File: config.mk
export PLATFORM = sky130hd
export DESIGN_NAME = busmap_unit
export DESIGN_NICKNAME = d
export VERILOG_FILES = /design/src/rtl/busmap_pkg.sv /design/src/rtl/busmap_regfile.sv /design/src/rtl/busmap_xlate_core.sv /design/src/rtl/busmap_limit.sv /design/src/rtl/busmap_unit.sv
export SDC_FILE = /design/constraint.sdc
export NUM_CORES = 1
export LEC_CHECK = 0
export BUFFER_PORTS_ARGS = -buffer_cell sky130_fd_sc_hd__buf_4
export CORE_MARGIN = 2
export CORE_UTILIZATION = 35
export DETAILED_ROUTE_END_ITERATION = 7
export PLACE_DENSITY = 0.54
export SLEW_MARGIN = 20
export SYNTH_ARGS = -nofsm -noshare
export SYNTH_HDL_FRONTEND = slang
export SYNTH_HIERARCHICAL = 1
export SYNTH_SLANG_ARGS = --single-unit
File: constraint.sdc
create_clock -name clk_i -period 5.1 [get_ports clk_i]
set_input_delay 0.51 -clock clk_i [delete_from_list [all_inputs] [get_ports clk_i]]
set_output_delay 0.51 -clock clk_i [all_outputs]
set_load 0.02 [all_outputs]
File: src/rtl/busmap_pkg.sv
package busmap_pkg;
  typedef enum logic {
    WORD_LO = 1'b0,
    WORD_HI = 1'b1
  } map_word_e;
endpackage

File: src/rtl/busmap_regfile.sv
module busmap_regfile
  import busmap_pkg::*;
#(
  parameter int N_ENT   = 32,
  parameter int IDX_W   = 5,
  parameter int PHYS_AW = 22,
  parameter int DATA_W  = 16
) (
  input  logic                            clk_i,
  input  logic                            rst_ni,
  input  logic                            wr_en_i,
  input  logic [IDX_W+1:0]                addr_i,
  input  logic [DATA_W-1:0]               wdata_i,
  output logic [DATA_W-1:0]               rdata_o,
  output logic [N_ENT-1:0][PHYS_AW-1:0]   reloc_o
);
  localparam int HI_W = PHYS_AW - DATA_W;

  logic [IDX_W-1:0] idx;
  map_word_e        word_sel;
  logic [PHYS_AW-1:0] sel_val;

  assign idx      = addr_i[IDX_W+1:2];
  assign word_sel = map_word_e'(addr_i[1]);

  for (genvar e = 0; e < N_ENT; e++) begin : g_ent
    logic [DATA_W-2:0] lo_q;
    logic [HI_W-1:0]   hi_q;
    logic              hit;
    assign hit = wr_en_i && (idx == IDX_W'(e));

    always_ff @(posedge clk_i or negedge rst_ni) begin
      if (!rst_ni) begin
        lo_q <= '0;
        hi_q <= '0;
      end else if (hit) begin
        if (word_sel == WORD_HI) hi_q <= wdata_i[HI_W-1:0];
        else                     lo_q <= wdata_i[DATA_W-1:1];
      end
    end

    assign reloc_o[e] = {hi_q, lo_q, 1'b0};
  end

  assign sel_val = reloc_o[idx];

  always_comb begin
    if (word_sel == WORD_HI) rdata_o = {{(DATA_W-HI_W){1'b0}}, sel_val[PHYS_AW-1:DATA_W]};
    else                     rdata_o = sel_val[DATA_W-1:0];
  end


  hi_word_pad_chk: assert property (@(posedge clk_i) disable iff (!rst_ni)
    addr_i[1] |-> rdata_o[DATA_W-1:HI_W] == '0);
endmodule

File: src/rtl/busmap_xlate_core.sv
module busmap_xlate_core #(
  parameter int N_ENT     = 32,
  parameter int BUS_AW    = 18,
  parameter int PHYS_AW   = 22,
  parameter int PAGE_BITS = 13
) (
  input  logic                          clk_i,
  input  logic                          rst_ni,
  input  logic [BUS_AW-1:0]             bus_addr_i,
  input  logic                          map_en_i,
  input  logic [N_ENT-1:0][PHYS_AW-1:0] reloc_i,
  output logic                          io_page_o,
  output logic [PHYS_AW-1:0]            phys_q_o
);
  localparam int IDX_W = BUS_AW - PAGE_BITS;

  logic [IDX_W-1:0]     win;
  logic [PAGE_BITS-1:0] off;
  logic [PHYS_AW-1:0]   phys_d;

  assign win       = bus_addr_i[BUS_AW-1:PAGE_BITS];
  assign off       = bus_addr_i[PAGE_BITS-1:0];
  assign io_page_o = &win;

  always_comb begin
    if (io_page_o)
      phys_d = {{(PHYS_AW-PAGE_BITS){1'b1}}, off};
    else if (map_en_i)
      phys_d = reloc_i[win] + {{(PHYS_AW-PAGE_BITS){1'b0}}, off};
    else
      phys_d = {{(PHYS_AW-BUS_AW){1'b0}}, bus_addr_i};
  end

  always_ff @(posedge clk_i or negedge rst_ni) begin
    if (!rst_ni) phys_q_o <= '0;
    else         phys_q_o <= phys_d;
  end

  // relocation values are even, so bit 0 follows the offset
  reloc_lsb_chk: assert property (@(posedge clk_i) disable iff (!rst_ni)
    (map_en_i && !(&win)) |=> phys_q_o[0] == $past(bus_addr_i[0]));

  passthru_chk: assert property (@(posedge clk_i) disable iff (!rst_ni)
    (!map_en_i && !(&win)) |=> phys_q_o == {{(PHYS_AW-BUS_AW){1'b0}}, $past(bus_addr_i)});
endmodule

File: src/rtl/busmap_limit.sv
module busmap_limit #(
  parameter int                BUS_AW   = 18,
  parameter logic [BUS_AW-1:0] LO_LIMIT = 18'h30000,
  parameter logic [BUS_AW-1:0] HI_LIMIT = 18'h33FFF
) (
  input  logic [BUS_AW-1:0] bus_addr_i,
  output logic              in_hole_o
);
  assign in_hole_o = (bus_addr_i >= LO_LIMIT) && (bus_addr_i <= HI_LIMIT);
endmodule

File: src/rtl/busmap_unit.sv
module busmap_unit #(
  parameter int                BUS_AW    = 18,
  parameter int                PHYS_AW   = 22,
  parameter int                PAGE_BITS = 13,
  parameter int                DATA_W    = 16,
  parameter logic [BUS_AW-1:0] LO_LIMIT  = 18'h30000,
  parameter logic [BUS_AW-1:0] HI_LIMIT  = 18'h33FFF
) (
  input  logic               clk_i,
  input  logic               rst_ni,
  input  logic [17:0]        bus_addr_i,
  input  logic               map_en_i,
  input  logic               reg_wr_i,
  input  logic [6:0]         reg_addr_i,
  input  logic [15:0]        reg_wdata_i,
  output logic [15:0]        reg_rdata_o,
  output logic [21:0]        phys_addr_o,
  output logic               io_page_o,
  output logic               mem_sel_o
);
  localparam int IDX_W = BUS_AW - PAGE_BITS;
  localparam int N_ENT = 1 << IDX_W;

  logic [N_ENT-1:0][PHYS_AW-1:0] reloc;
  logic io_d, hole, io_q, mem_q;

  busmap_regfile #(
    .N_ENT(N_ENT), .IDX_W(IDX_W), .PHYS_AW(PHYS_AW), .DATA_W(DATA_W)
  ) u_regs (
    .clk_i(clk_i), .rst_ni(rst_ni), .wr_en_i(reg_wr_i), .addr_i(reg_addr_i),
    .wdata_i(reg_wdata_i), .rdata_o(reg_rdata_o), .reloc_o(reloc)
  );

  busmap_xlate_core #(
    .N_ENT(N_ENT), .BUS_AW(BUS_AW), .PHYS_AW(PHYS_AW), .PAGE_BITS(PAGE_BITS)
  ) u_core (
    .clk_i(clk_i), .rst_ni(rst_ni), .bus_addr_i(bus_addr_i), .map_en_i(map_en_i),
    .reloc_i(reloc), .io_page_o(io_d), .phys_q_o(phys_addr_o)
  );

  busmap_limit #(
    .BUS_AW(BUS_AW), .LO_LIMIT(LO_LIMIT), .HI_LIMIT(HI_LIMIT)
  ) u_lim (
    .bus_addr_i(bus_addr_i), .in_hole_o(hole)
  );

  always_ff @(posedge clk_i or negedge rst_ni) begin
    if (!rst_ni) begin
      io_q  <= 1'b0;
      mem_q <= 1'b0;
    end else begin
      io_q  <= io_d;
      mem_q <= !io_d && !hole;
    end
  end

  assign io_page_o = io_q;
  assign mem_sel_o = mem_q;


  io_page_top_chk: assert property (@(posedge clk_i) disable iff (!rst_ni)
    io_page_o |-> &phys_addr_o[PHYS_AW-1:PAGE_BITS]);

  hole_block_chk: assert property (@(posedge clk_i) disable iff (!rst_ni)
    (bus_addr_i >= LO_LIMIT && bus_addr_i <= HI_LIMIT) |=> !mem_sel_o);
endmodule

==> key figures <==
Run status
  • Status: finished, final reports clean

Floorplanning
  • Die width: around 330 um
  • Die footprint: roughly 110,000 um2
  • I/O pin count: 85
  • Initial core utilization: between 30% and 40%
  • Die Y: roughly 330 um
  • Row count: approximately 120
  • Core area: roughly 110,000 um2

Setup path
  • CP Launch Type: primary input
  • Worst-path cell chain: buf_8 -> mux4_2 -> mux2_2 -> a221oi_1 -> o32ai_1 -> buf_4 -> buf_4
  • WP data required: roughly 4.6 ns
  • Worst EP arrival: about 3.7 ns
  • Slowest CP cell: a221oi_1
  • CP Capture Type: output port
  • Worst Path Max Fanout: 69
  • Critical Path Most Common Cell: buf_4
  • Critical path's largest stage delay: around 0.9 ns
  • Crit path kind: primary input to output port

Logic synthesis
  • Most common library cells after synthesis: 696 x dfrtp_1, 693 x mux2_2, 318 x mux4_2, 127 x mux2i_1, 101 x clkbuf_1
  • Area leader, netlist: dfrtp_1
  • Count of warnings emitted by yosys: 6
  • Post-synth design cell area: around 38,000 um2
  • Synth area leaders: dfrtp_1 46%, mux2_2 20%, mux4_2 19%, mux2i_1 3.3%, buf_4 1.4%
  • Syn Area/Cell: 14.88 um2
  • Flops & latches, synth: 696
  • Most numerous cell in the Yosys netlist: dfrtp_1
  • EDFF count, synth: 0
  • Synth Flop Type: dfrtp_1
  • Ys async rst share: 100.0%
  • Distinct cells, synth: 65
  • Synth Instances: around 2,600
  • Sequential-to-total area share from yosys stat: 45.51%
  • Synth top area share: 45.51%

STA
  • Slew @ Worst Pin: 1.097 ns
  • Max-slew violations: 0
  • Worst slew margin: a little over a quarter
  • Tcrit/Tclk final: between 80% and 90%
  • Hold Vio Cnt, Final: 0
  • Final setup TNS: 0 ns
  • # setup viols final: 0
  • Tmin final: around 4.2 ns
  • F_max: 0.2382 GHz
  • Clk_skew: 0.02367 ns
  • Min setup slack post-route: around 0.9 ns
  • RSZ-0062 raised after global routing: false

Route
  • Antenna Nets Post-Route: 0
  • Final WL: 122.2 mm
  • Vias per cell: about 6
  • Drt pass-1 iters: 5
  • Starting DRT DRC Count: ~1,900
  • # DRC: 0
  • DR vias: about 24,000
  • Routed wire per std cell: around 30 um

GRT
  • First-pass GRT wire length: 181.4 mm
  • Pin count of the biggest net entering global routing: between 150 and 200
  • GRT Resource Usage Total: ~22%
  • Overflow after GRT: 0
  • Number of global-route vias before repair: 25,662
  • Initial antenna violation count: 8

CTS
  • Worst skew pair latency: between 0.6 and 0.7 ns
  • Bufs on Longest Clock Path: 3
  • CTS Root Cell: clkbuf_16
  • Post-CTS Resized: 0
  • Clk slew on worst S/H paths: around 0.06 ns
  • Hold Buf Count CTS: 1
  • CTS tree: done
  • CTS Buf Count: slightly below 80
  • Clock sinks: about 700
  • Setup repair bufs after CTS: 0
  • # H-tree levels: 3

Job
  • Max-Cap Viols: 0

Pwr
  • Int Power: about 11 mW
  • Pwr dens: between 300 and 400 nW/um2
  • Max IR drop VDD: 0.1956 mV
  • Net Switching: roughly 4.3 mW
  • Clock power share: ~38%
  • Reg power frac: 43.7%
  • Logic pwr share: 18.7%
  • Leak pwr: roughly 19 nW
  • Switching portion of total power: a little over a quarter

Layout
  • P&R area growth vs syn: 12.37%
  • Footprint of the multi-input gates: approximately 19,000 um2
  • Reg area: approximately 17,000 um2
  • Ratio of cells with drive above 1 in the final layout: a little over 50%
  • Nets: ~2,700
  • Filler cells: between 9,000 and 10,000

Worst hold path
  • Hold Crit Class: primary input to flop

Placement
  • Post-DP HPWL: 78.15 mm
  • Setup WS pre-CTS: 0.3711 ns
  • Number of I/O port buffers: 83
  • GPL Wtd Cong: between 0.8 and 0.9
-- cells by family (layout without fill, tap and decap cells) --
| family | Yosys count | count (layout) | synth area share [%] |
|---|---|---|---|
| multiplexers | 1149 | 1149 | 42.75 |
| AND/OR/NAND/NOR | 225 | 225 | 2.985 |
| flip-flops | 696 | 696 | 45.51 |
| AO/OA/AOI/OAI | 193 | 193 | 3.933 |
| XOR/XNOR | 16 | 16 | 0.3662 |
| buffers and inverters | 277 | 341 | 3.960 |
| adder cells (fa/ha/maj) | 14 | 14 | 0.4774 |
| other | 1 | 33 | 0.009800 |
-- state kept, by name, summed over array words and instances, names as in the netlist --
register           flops
u_regs/g_ent.lo_q    480
mem_sel_o              1
u_core/phys_q_o       22
io_page_o              1
u_regs/g_ent.hi_q    192
-- layout make-up --
type	instances	share of cell area, %
Antenna cell	1	0.005820
Clock buffer	114	5.470
Clock inverter	26	0.6954
Inverter	7	0.06111
Multi-Input combinational cell	1629	45.30
Sequential cell	696	40.50
Tap cell	1414	4.114
Timing Repair Buffer	194	3.850
-- power groups by stage --
stage | registers [mW] | clock network [mW] | logic (mW)
final | 6.80 | 5.86 | 2.91
after global routing | 6.90 | 6.22 | 3.10
after CTS | 6.79 | 5.99 | 2.92
after detailed placement | 6.89 | 0 | 2.91
after global placement | 6.82 | 0 | 2.84
after floorplan | 6.73 | 0 | 2.05
-- routing by layer --
metal | track usage (%) | part of all wire, % | vias to the layer above
met5 | 0 | 0.0082 | -
met4 | 6.975 | 3.1 | 2
met3 | 3.261 | 5.9 | 209
met2 | 35.16 | 47 | 838
met1 | 30.49 | 44 | 13352
li1 | - | - | 9984
-- through the flow --
step	instances	area [um2]	power (mW)	util, %	hold WS, ns
6_report	4081	43000	15.58	39.56	0.09728
5_1_grt	4080	43000	16.22	39.56	0.08629
4_1_cts	4079	42990	15.69	39.55	0.07083
3_5_place_dp	3938	40330	9.795	37.10	0.4996
3_3_place_gp	3937	40320	9.654	37.09	0.4797
2_1_floorplan	2602	38380	8.778	-	0.2144
-- worst max-delay path, delay by kind of cell --
family | cells | cell delay (ns)
buffers and inverters | 3 | 0.90
multiplexers | 2 | 0.89
AO/OA/AOI/OAI | 2 | 1.24
-- cells in the final DEF, fill, tap and decap left out, types with 30 or more instances in the layout --
cell       count
conb_1        32
dfrtp_1      696
a22oi_1       30
buf_4        174
mux2_2       693
nand2_1       59
nor2_1        32
nand3_1       65
clkbuf_16     82
mux4_2       318
mux2i_1      127
-- final timing paths --
kind                                                 startpoint                               endpoint  slack [ns]  cells past startpoint
max                                               reg_addr_i[3]                         reg_rdata_o[2]        0.90                      7
min                                               bus_addr_i[2]           u_core/phys_q_o[2]$_DFF_PN0_         0.1                      3
max reg2reg                u_regs/g_ent[15].lo_q[0]$_DFFE_PN0P_          u_core/phys_q_o[18]$_DFF_PN0_        1.03                     12
min reg2reg                u_regs/g_ent[29].lo_q[5]$_DFFE_PN0P_   u_regs/g_ent[29].lo_q[5]$_DFFE_PN0P_        0.51                      1
max in group asynchronous                                rst_ni  u_regs/g_ent[14].lo_q[11]$_DFFE_PN0P_        3.35                      3
min in group asynchronous                                rst_ni   u_regs/g_ent[29].hi_q[4]$_DFFE_PN0P_        0.43                      2
No activity file was read; power rests on OpenSTA's default activity.
